### src/rtl/rule_compete_pkg.sv
package rule_compete_pkg;
  localparam int CNT_W = 16;
  localparam logic [CNT_W-1:0] POLY_MASK = 16'hD008;
  typedef logic [CNT_W-1:0] count_t;
endpackage

### src/rtl/compete_lfsr.sv
module compete_lfsr #(
  parameter int W = rule_compete_pkg::CNT_W,
  parameter logic [W-1:0] TAPS = rule_compete_pkg::POLY_MASK
) (
  input  logic         clk,
  input  logic         rst_n,
  input  logic [W-1:0] seed_i,
  input  logic         load_i,
  input  logic         adv_i,
  output logic [W-1:0] word_o
);
  localparam logic [W-1:0] ONE = W'(1);

  logic [W-1:0] word_q;
  logic [W-1:0] seed_fix;
  logic         fb;

  assign seed_fix = (seed_i == '0) ? ONE : seed_i;
  assign fb       = ^(word_q & TAPS);

  always_ff @(posedge clk or negedge rst_n) begin
    if (!rst_n)      word_q <= ONE;
    else if (load_i) word_q <= seed_fix;
    else if (adv_i)  word_q <= {word_q[W-2:0], fb};
  end

  assign word_o = word_q;

  // the generator never holds the all-zero lock-up word
  assert_word_nonzero_R3: assert property (@(posedge clk) disable iff (!rst_n)
    word_q != '0);

  // the word holds still unless advanced or reloaded
  assert_word_hold_R4: assert property (@(posedge clk) disable iff (!rst_n)
    (!load_i && !adv_i) |=> $stable(word_q));
endmodule

### src/rtl/compete_split.sv
module compete_split #(
  parameter int W = rule_compete_pkg::CNT_W
) (
  input  logic [W-1:0] cnt_i,
  input  logic [W-1:0] rnd_i,
  output logic [W-1:0] keep_o,
  output logic [W-1:0] drop_o
);
  localparam int PW = 2 * W;

  logic [PW-1:0] prod;

  assign prod   = {{W{1'b0}}, cnt_i} * {{W{1'b0}}, rnd_i};
  assign keep_o = prod[PW-1:W];
  assign drop_o = cnt_i - keep_o;
endmodule

### src/rtl/compete_sat_add.sv
module compete_sat_add #(
  parameter int W = rule_compete_pkg::CNT_W
) (
  input  logic [W-1:0] base_i,
  input  logic [W-1:0] inc_i,
  output logic [W-1:0] sum_o
);
  logic [W:0] wide;

  assign wide  = {1'b0, base_i} + {1'b0, inc_i};
  assign sum_o = wide[W] ? {W{1'b1}} : wide[W-1:0];
endmodule

### src/rtl/rule_compete_stage.sv
module rule_compete_stage #(
  parameter int W = rule_compete_pkg::CNT_W,
  parameter logic [W-1:0] TAPS = rule_compete_pkg::POLY_MASK
) (
  input  logic         clk,
  input  logic         rst_n,
  input  logic [W-1:0] seed_i,
  input  logic         load_i,
  input  logic [W-1:0] load_count_i,
  input  logic         step_en_i,
  output logic [W-1:0] count_a_o,
  output logic [W-1:0] count_b_o,
  output logic         halted_o
);
  logic [W-1:0] a_q, b_q;
  logic [W-1:0] rnd, keep, drop, applied, b_next;
  logic         fire;

  assign fire = step_en_i && !load_i && (a_q != '0);

  compete_lfsr #(.W(W), .TAPS(TAPS)) lfsr_i (
    .clk    (clk),
    .rst_n  (rst_n),
    .seed_i (seed_i),
    .load_i (load_i),
    .adv_i  (fire),
    .word_o (rnd)
  );

  compete_split #(.W(W)) split_i (
    .cnt_i  (a_q),
    .rnd_i  (rnd),
    .keep_o (keep),
    .drop_o (drop)
  );

  // every copy of a fires exactly one rule, each emitting one b'
  assign applied = keep + drop;

  compete_sat_add #(.W(W)) sat_i (
    .base_i (b_q),
    .inc_i  (applied),
    .sum_o  (b_next)
  );

  always_ff @(posedge clk or negedge rst_n) begin
    if (!rst_n) begin
      a_q <= '0;
      b_q <= '0;
    end else if (load_i) begin
      a_q <= load_count_i;
      b_q <= '0;
    end else if (fire) begin
      a_q <= keep;
      b_q <= b_next;
    end
  end

  assign count_a_o = a_q;
  assign count_b_o = b_q;
  assign halted_o  = (a_q == '0);

  assert_load_R2: assert property (@(posedge clk) disable iff (!rst_n)
    load_i |=> (count_a_o == $past(load_count_i)) && (count_b_o == '0));

  assert_a_shrinks_R5: assert property (@(posedge clk) disable iff (!rst_n)
    (step_en_i && !load_i && !halted_o) |=> count_a_o < $past(count_a_o));

  assert_b_no_wrap_R6: assert property (@(posedge clk) disable iff (!rst_n)
    !load_i |=> count_b_o >= $past(count_b_o));

  assert_idle_R7: assert property (@(posedge clk) disable iff (!rst_n)
    (!step_en_i && !load_i) |=> $stable(count_a_o) && $stable(count_b_o));

  assert_halt_frozen_R8: assert property (@(posedge clk) disable iff (!rst_n)
    (halted_o && !load_i) |=> halted_o && $stable(count_b_o));
endmodule

### config.mk
export PLATFORM = sky130hd
export DESIGN_NAME = rule_compete_stage
export DESIGN_NICKNAME = d
export VERILOG_FILES = /design/src/rtl/rule_compete_pkg.sv /design/src/rtl/compete_lfsr.sv /design/src/rtl/compete_split.sv /design/src/rtl/compete_sat_add.sv /design/src/rtl/rule_compete_stage.sv
export SDC_FILE = /design/constraint.sdc
export NUM_CORES = 1
export LEC_CHECK = 0
export ABC_AREA = 1
export BUFFER_PORTS_ARGS = -buffer_cell sky130_fd_sc_hd__buf_4
export CAP_MARGIN = 20
export CORE_ASPECT_RATIO = 0.7
export CORE_MARGIN = 4
export CORE_UTILIZATION = 45
export CTS_CLUSTER_SIZE = 24
export DETAILED_ROUTE_END_ITERATION = 7
export GPL_ROUTABILITY_DRIVEN = 0
export PLACE_DENSITY = 0.61
export SLEW_MARGIN = 40
export SYNTH_ARGS = -nofsm -noshare
export SYNTH_HDL_FRONTEND = slang
export SYNTH_HIERARCHICAL = 1
export SYNTH_SLANG_ARGS = --single-unit
### constraint.sdc
create_clock -name clk -period 23.3 [get_ports clk]
set_input_delay 3.495 -clock clk [delete_from_list [all_inputs] [get_ports clk]]
set_output_delay 3.495 -clock clk [all_outputs]
set_load 0.1 [all_outputs]
==> run_summary.xml <==
<?xml version="1.0" encoding="UTF-8"?>
<metrics>
  <group name="status">
    <metric name="status" unit="">finished clean</metric>
  </group>
  <group name="layout">
    <metric name="fin_nets" unit="">2600</metric>
    <metric name="area_taken_by_multi_input_logic_gates" unit="sq mm">0.0109</metric>
    <metric name="fillers" unit="">3281</metric>
    <metric name="antenna_diode_count" unit="">0</metric>
    <metric name="post_route_cells_drive_above_1_share" unit="">0.0830</metric>
    <metric name="regArea" unit="sq mm">0.00121</metric>
    <metric name="area_growth_syn_to_layout" unit="%">7.15</metric>
  </group>
  <group name="synthesis">
    <metric name="post_synth_fa_ha_maj_area_fraction" unit="">0.387</metric>
    <metric name="synth-compound-area-share" unit="">0.0341</metric>
    <metric name="netlist_instances" unit="">2210</metric>
    <metric name="synth_edf_count" unit="">0</metric>
    <metric name="synth_seq_cells" unit="">48</metric>
    <metric name="syn_nets" unit="">2581</metric>
    <metric name="synth_ff_type" unit="">sky130_fd_sc_hd__dfrtp_1</metric>
    <metric name="synthSimpleGateAreaFrac" unit="">0.302</metric>
    <metric name="synth.mux.area_fraction" unit="">0</metric>
    <metric name="asyncSetResetFlopFracSynth" unit="">1.00</metric>
    <metric name="syn-mean-instance-area" unit="sq um">6.62</metric>
    <metric name="synth.yosys.seq_area_share" unit="">0.0822</metric>
    <metric name="combined_area_of_all_synthesized_cells" unit="sq mm">0.0146</metric>
    <metric name="synth_top_family_by_area" unit="">adder cells</metric>
    <metric name="post_synth_xor_area_fraction" unit="">0.0219</metric>
    <metric name="synth_cell_type_count" unit="">53</metric>
    <metric name="yosys_warnings" unit="">6</metric>
  </group>
  <group name="worst_setup_path">
    <metric name="worst_path_max_delay_cell" unit="">sky130_fd_sc_hd__dfrtp_1</metric>
    <metric name="path_common_cell" unit="">sky130_fd_sc_hd__nand2_1</metric>
    <metric name="worst_path_largest_cell_delay" unit="ns">0.91</metric>
    <metric name="critical_path.n_buffers_inverters" unit="">4</metric>
    <metric name="critical_path_arrival" unit="ns">10.53</metric>
    <metric name="crit_family" unit="">adder cells</metric>
    <metric name="critPathCaptureType" unit="">flip-flop</metric>
    <metric name="timing_worst_setup_path_type" unit="">reg -&gt; reg</metric>
    <metric name="cp.required" unit="ns">23.50</metric>
    <metric name="worstSetupStartpointType" unit="">flip-flop</metric>
    <metric name="critical_path_fanout_max" unit="">18</metric>
  </group>
  <group name="floorplan">
    <metric name="die-width" unit="um">223</metric>
    <metric name="die_height" unit="um">159</metric>
    <metric name="core_region_area" unit="sq mm">0.0316</metric>
    <metric name="pin_count" unit="">69</metric>
    <metric name="rows" unit="">54</metric>
    <metric name="design.die.area" unit="sq mm">0.0355</metric>
    <metric name="initial_utilization" unit="">0.463</metric>
  </group>
  <group name="global_route">
    <metric name="grt_residual_overflow" unit="">0</metric>
    <metric name="first_global_vias" unit="">13373</metric>
    <metric name="grt_antenna_before_repair" unit="">0</metric>
    <metric name="track_usage" unit="">0.251</metric>
    <metric name="wire_length_of_the_first_global_routing_pass" unit="um">72300</metric>
    <metric name="maximum_number_of_pins_on_one_net_before_global_route_repair" unit="">50</metric>
  </group>
  <group name="route">
    <metric name="final_antenna_net_count" unit="">0</metric>
    <metric name="detail_route.first_pass.iterations" unit="">6</metric>
    <metric name="initialDrtViolationCount" unit="">1303</metric>
    <metric name="route.final.wire_length" unit="um">43900</metric>
    <metric name="remaining_drc_errors" unit="">0</metric>
    <metric name="overall_via_count_from_detail_route" unit="">13350</metric>
    <metric name="vias_per_cell" unit="">5.04</metric>
    <metric name="wl_per_cell" unit="um">16.5</metric>
  </group>
  <group name="clock_tree">
    <metric name="hold_buffers" unit="">0</metric>
    <metric name="clk_path_buf_depth" unit="">2</metric>
    <metric name="cts_buffers" unit="">5</metric>
    <metric name="htreeDepth" unit="">2</metric>
    <metric name="clock_insertion_delay_at_the_later_pin_of_the_skew_report" unit="ns">0.31</metric>
    <metric name="post_cts_buffers" unit="">0</metric>
    <metric name="clock-sinks" unit="">48</metric>
    <metric name="cts-resized-gates" unit="">0</metric>
    <metric name="clock-root-buffer" unit="">sky130_fd_sc_hd__clkbuf_16</metric>
    <metric name="cts_tree" unit="">built</metric>
    <metric name="clkTransAtPathRegs" unit="ns">0.07</metric>
  </group>
  <group name="sta">
    <metric name="setup_tns" unit="ns">0</metric>
    <metric name="period_share" unit="">0.443</metric>
    <metric name="worstMarginPinSlew" unit="ns">0.872</metric>
    <metric name="grt_setup_unrepaired" unit="">false</metric>
    <metric name="relSlewSlack" unit="">0.419</metric>
    <metric name="finClkSkew" unit="ns">0.0133</metric>
    <metric name="final.min_clock_period" unit="ns">10.33</metric>
    <metric name="setup_violations" unit="">0</metric>
    <metric name="final_hold_viol_count" unit="">0</metric>
    <metric name="timing.fmax" unit="MHz">96.8</metric>
    <metric name="timing_max_transition_violations_final" unit="">0</metric>
  </group>
  <group name="worst_hold_path">
    <metric name="min-delay-path-class" unit="">reg -&gt; reg</metric>
  </group>
  <group name="flow_run">
    <metric name="max_cap_viol_count" unit="">0</metric>
  </group>
  <group name="placement">
    <metric name="post-dp-hpwl" unit="um">35000</metric>
    <metric name="place.port_buffers" unit="">68</metric>
  </group>
</metrics>
[logic make-up after synthesis]
group / Yosys count
AOI/OAI and AO/OA: 75
DFF: 48
and+or+nand+nor: 1062
adders and majority gates: 335
xor gates and xnor gates: 35
buffers and inverters: 655
[Yosys cell counts (2+ instances only)]
library cell / count / area (sq um)
sky130_fd_sc_hd__nand3_1: 102 / 510
sky130_fd_sc_hd__fa_1: 196 / 3920
sky130_fd_sc_hd__nand3b_1: 2 / 15.0
sky130_fd_sc_hd__nand2_1: 780 / 2930
sky130_fd_sc_hd__ha_1: 139 / 1740
sky130_fd_sc_hd__nor3_2: 2 / 20.0
sky130_fd_sc_hd__a31o_2: 2 / 17.5
sky130_fd_sc_hd__buf_6: 4 / 45.0
sky130_fd_sc_hd__xor2_1: 26 / 228
sky130_fd_sc_hd__a21oi_2: 3 / 26.3
sky130_fd_sc_hd__xnor2_1: 8 / 70.1
sky130_fd_sc_hd__nand2_2: 24 / 150
sky130_fd_sc_hd__nor3_1: 15 / 75.1
sky130_fd_sc_hd__o21ai_0: 7 / 35.0
sky130_fd_sc_hd__inv_1: 567 / 2130
sky130_fd_sc_hd__nand4_1: 7 / 43.8
sky130_fd_sc_hd__o22ai_1: 3 / 18.8
sky130_fd_sc_hd__a211oi_2: 6 / 75.1
sky130_fd_sc_hd__clkbuf_1: 56 / 210
sky130_fd_sc_hd__o21ai_1: 3 / 15.0
sky130_fd_sc_hd__a21o_1: 2 / 15.0
sky130_fd_sc_hd__o21bai_1: 4 / 30.0
sky130_fd_sc_hd__dfrtp_1: 47 / 1180
sky130_fd_sc_hd__buf_4: 6 / 45.0
sky130_fd_sc_hd__inv_2: 8 / 30.0
sky130_fd_sc_hd__nand2_4: 3 / 33.8
sky130_fd_sc_hd__buf_2: 7 / 35.0
sky130_fd_sc_hd__nor2_2: 9 / 56.3
sky130_fd_sc_hd__nor2_4: 2 / 22.5
sky130_fd_sc_hd__nor2_1: 96 / 360
sky130_fd_sc_hd__buf_1: 4 / 15.0
sky130_fd_sc_hd__a21oi_1: 37 / 185
sky130_fd_sc_hd__and2_1: 2 / 12.5
sky130_fd_sc_hd__nand3_2: 12 / 120
[worst paths after layout]
kind                                          end  depth (start not counted)  slack (ns)              from
max in group asynchronous       lfsr_i/word_o[14]                          1       19.58             rst_n
worst max register to register       count_b_o[2]                         45       12.97  lfsr_i/word_o[2]
worst min-delay path                 count_b_o[0]                          2        0.56      count_b_o[0]
worst max-delay path                 count_b_o[2]                         45       12.97  lfsr_i/word_o[2]
min in group asynchronous           count_b_o[14]                          1        3.22             rst_n
worst min register to register       count_b_o[0]                          2        0.56      count_b_o[0]
[placed cells by master (no fill, tap or decap), types with 3 or more instances in the layout]
cell type                     n
sky130_fd_sc_hd__nor2_2       9
sky130_fd_sc_hd__nand3_1    102
sky130_fd_sc_hd__xor2_1      26
sky130_fd_sc_hd__ha_1       139
sky130_fd_sc_hd__o21ai_1      3
sky130_fd_sc_hd__fa_1       196
sky130_fd_sc_hd__xnor2_1      8
sky130_fd_sc_hd__dfrtp_2      7
sky130_fd_sc_hd__nand2_4      3
sky130_fd_sc_hd__inv_1      567
sky130_fd_sc_hd__buf_4       90
sky130_fd_sc_hd__nand2_2     24
sky130_fd_sc_hd__a211oi_2     6
sky130_fd_sc_hd__a21oi_2      3
sky130_fd_sc_hd__dfrtp_1     40
sky130_fd_sc_hd__nand4_1      7
sky130_fd_sc_hd__o21bai_1     4
sky130_fd_sc_hd__nand3_2     12
sky130_fd_sc_hd__nor3_1      15
sky130_fd_sc_hd__nor2_1      96
sky130_fd_sc_hd__o22ai_1      3
sky130_fd_sc_hd__a21oi_1     37
sky130_fd_sc_hd__nand2_1    780
sky130_fd_sc_hd__clkbuf_16    5
sky130_fd_sc_hd__o21ai_0      7
sky130_fd_sc_hd__inv_2        7
[per-layer routing]
| layer | vias up | share of wire | track usage | routed length [um] |
|---|---|---|---|---|
| met5 | - | 0 | 0 | 0 |
| met4 | 0 | 0.011 | 0.0381 | 499 |
| met3 | 42 | 0.079 | 0.0264 | 3450 |
| met2 | 513 | 0.40 | 0.364 | 17700 |
| met1 | 6349 | 0.51 | 0.410 | 22200 |
| li1 | 6446 | - | - | - |
[layout make-up]
cell class / count / area share
tap: 420 / 0.0335
clock inverter: 2 / 0.00383
inverter: 577 / 0.139
clock buffer: 6 / 0.00822
multi-input combinational: 1507 / 0.695
sequential: 48 / 0.0773
timing repair buffer: 90 / 0.0431
[stage by stage]
step                      cells  hold slack, ns   util  setup slack, ns  area, sq um
after global placement     2642           0.536  0.489            13.17        15500
final                      2650           0.558  0.496            12.97        15700
after CTS                  2650           0.552  0.495            13.08        15700
after global routing       2650           0.580  0.496            12.30        15700
after detailed placement   2642           0.532  0.490            13.14        15500
after floorplan            2210           0.467      -            13.85        14600
[tightest hold or removal path, cell delays in order (launching register included)]
cell                      delay [ns]
sky130_fd_sc_hd__dfrtp_1        0.38
sky130_fd_sc_hd__nand3_1        0.09
sky130_fd_sc_hd__nand2_1        0.06
[flip-flops by register name (all words and copies together), names as in the netlist]
name           count
count_a_o         16
count_b_o         16
lfsr_i/word_o     16
Power is left out: the tool's default activity adds up to more than one toggle a clock period on the data nets, which glitch-free logic cannot reach.
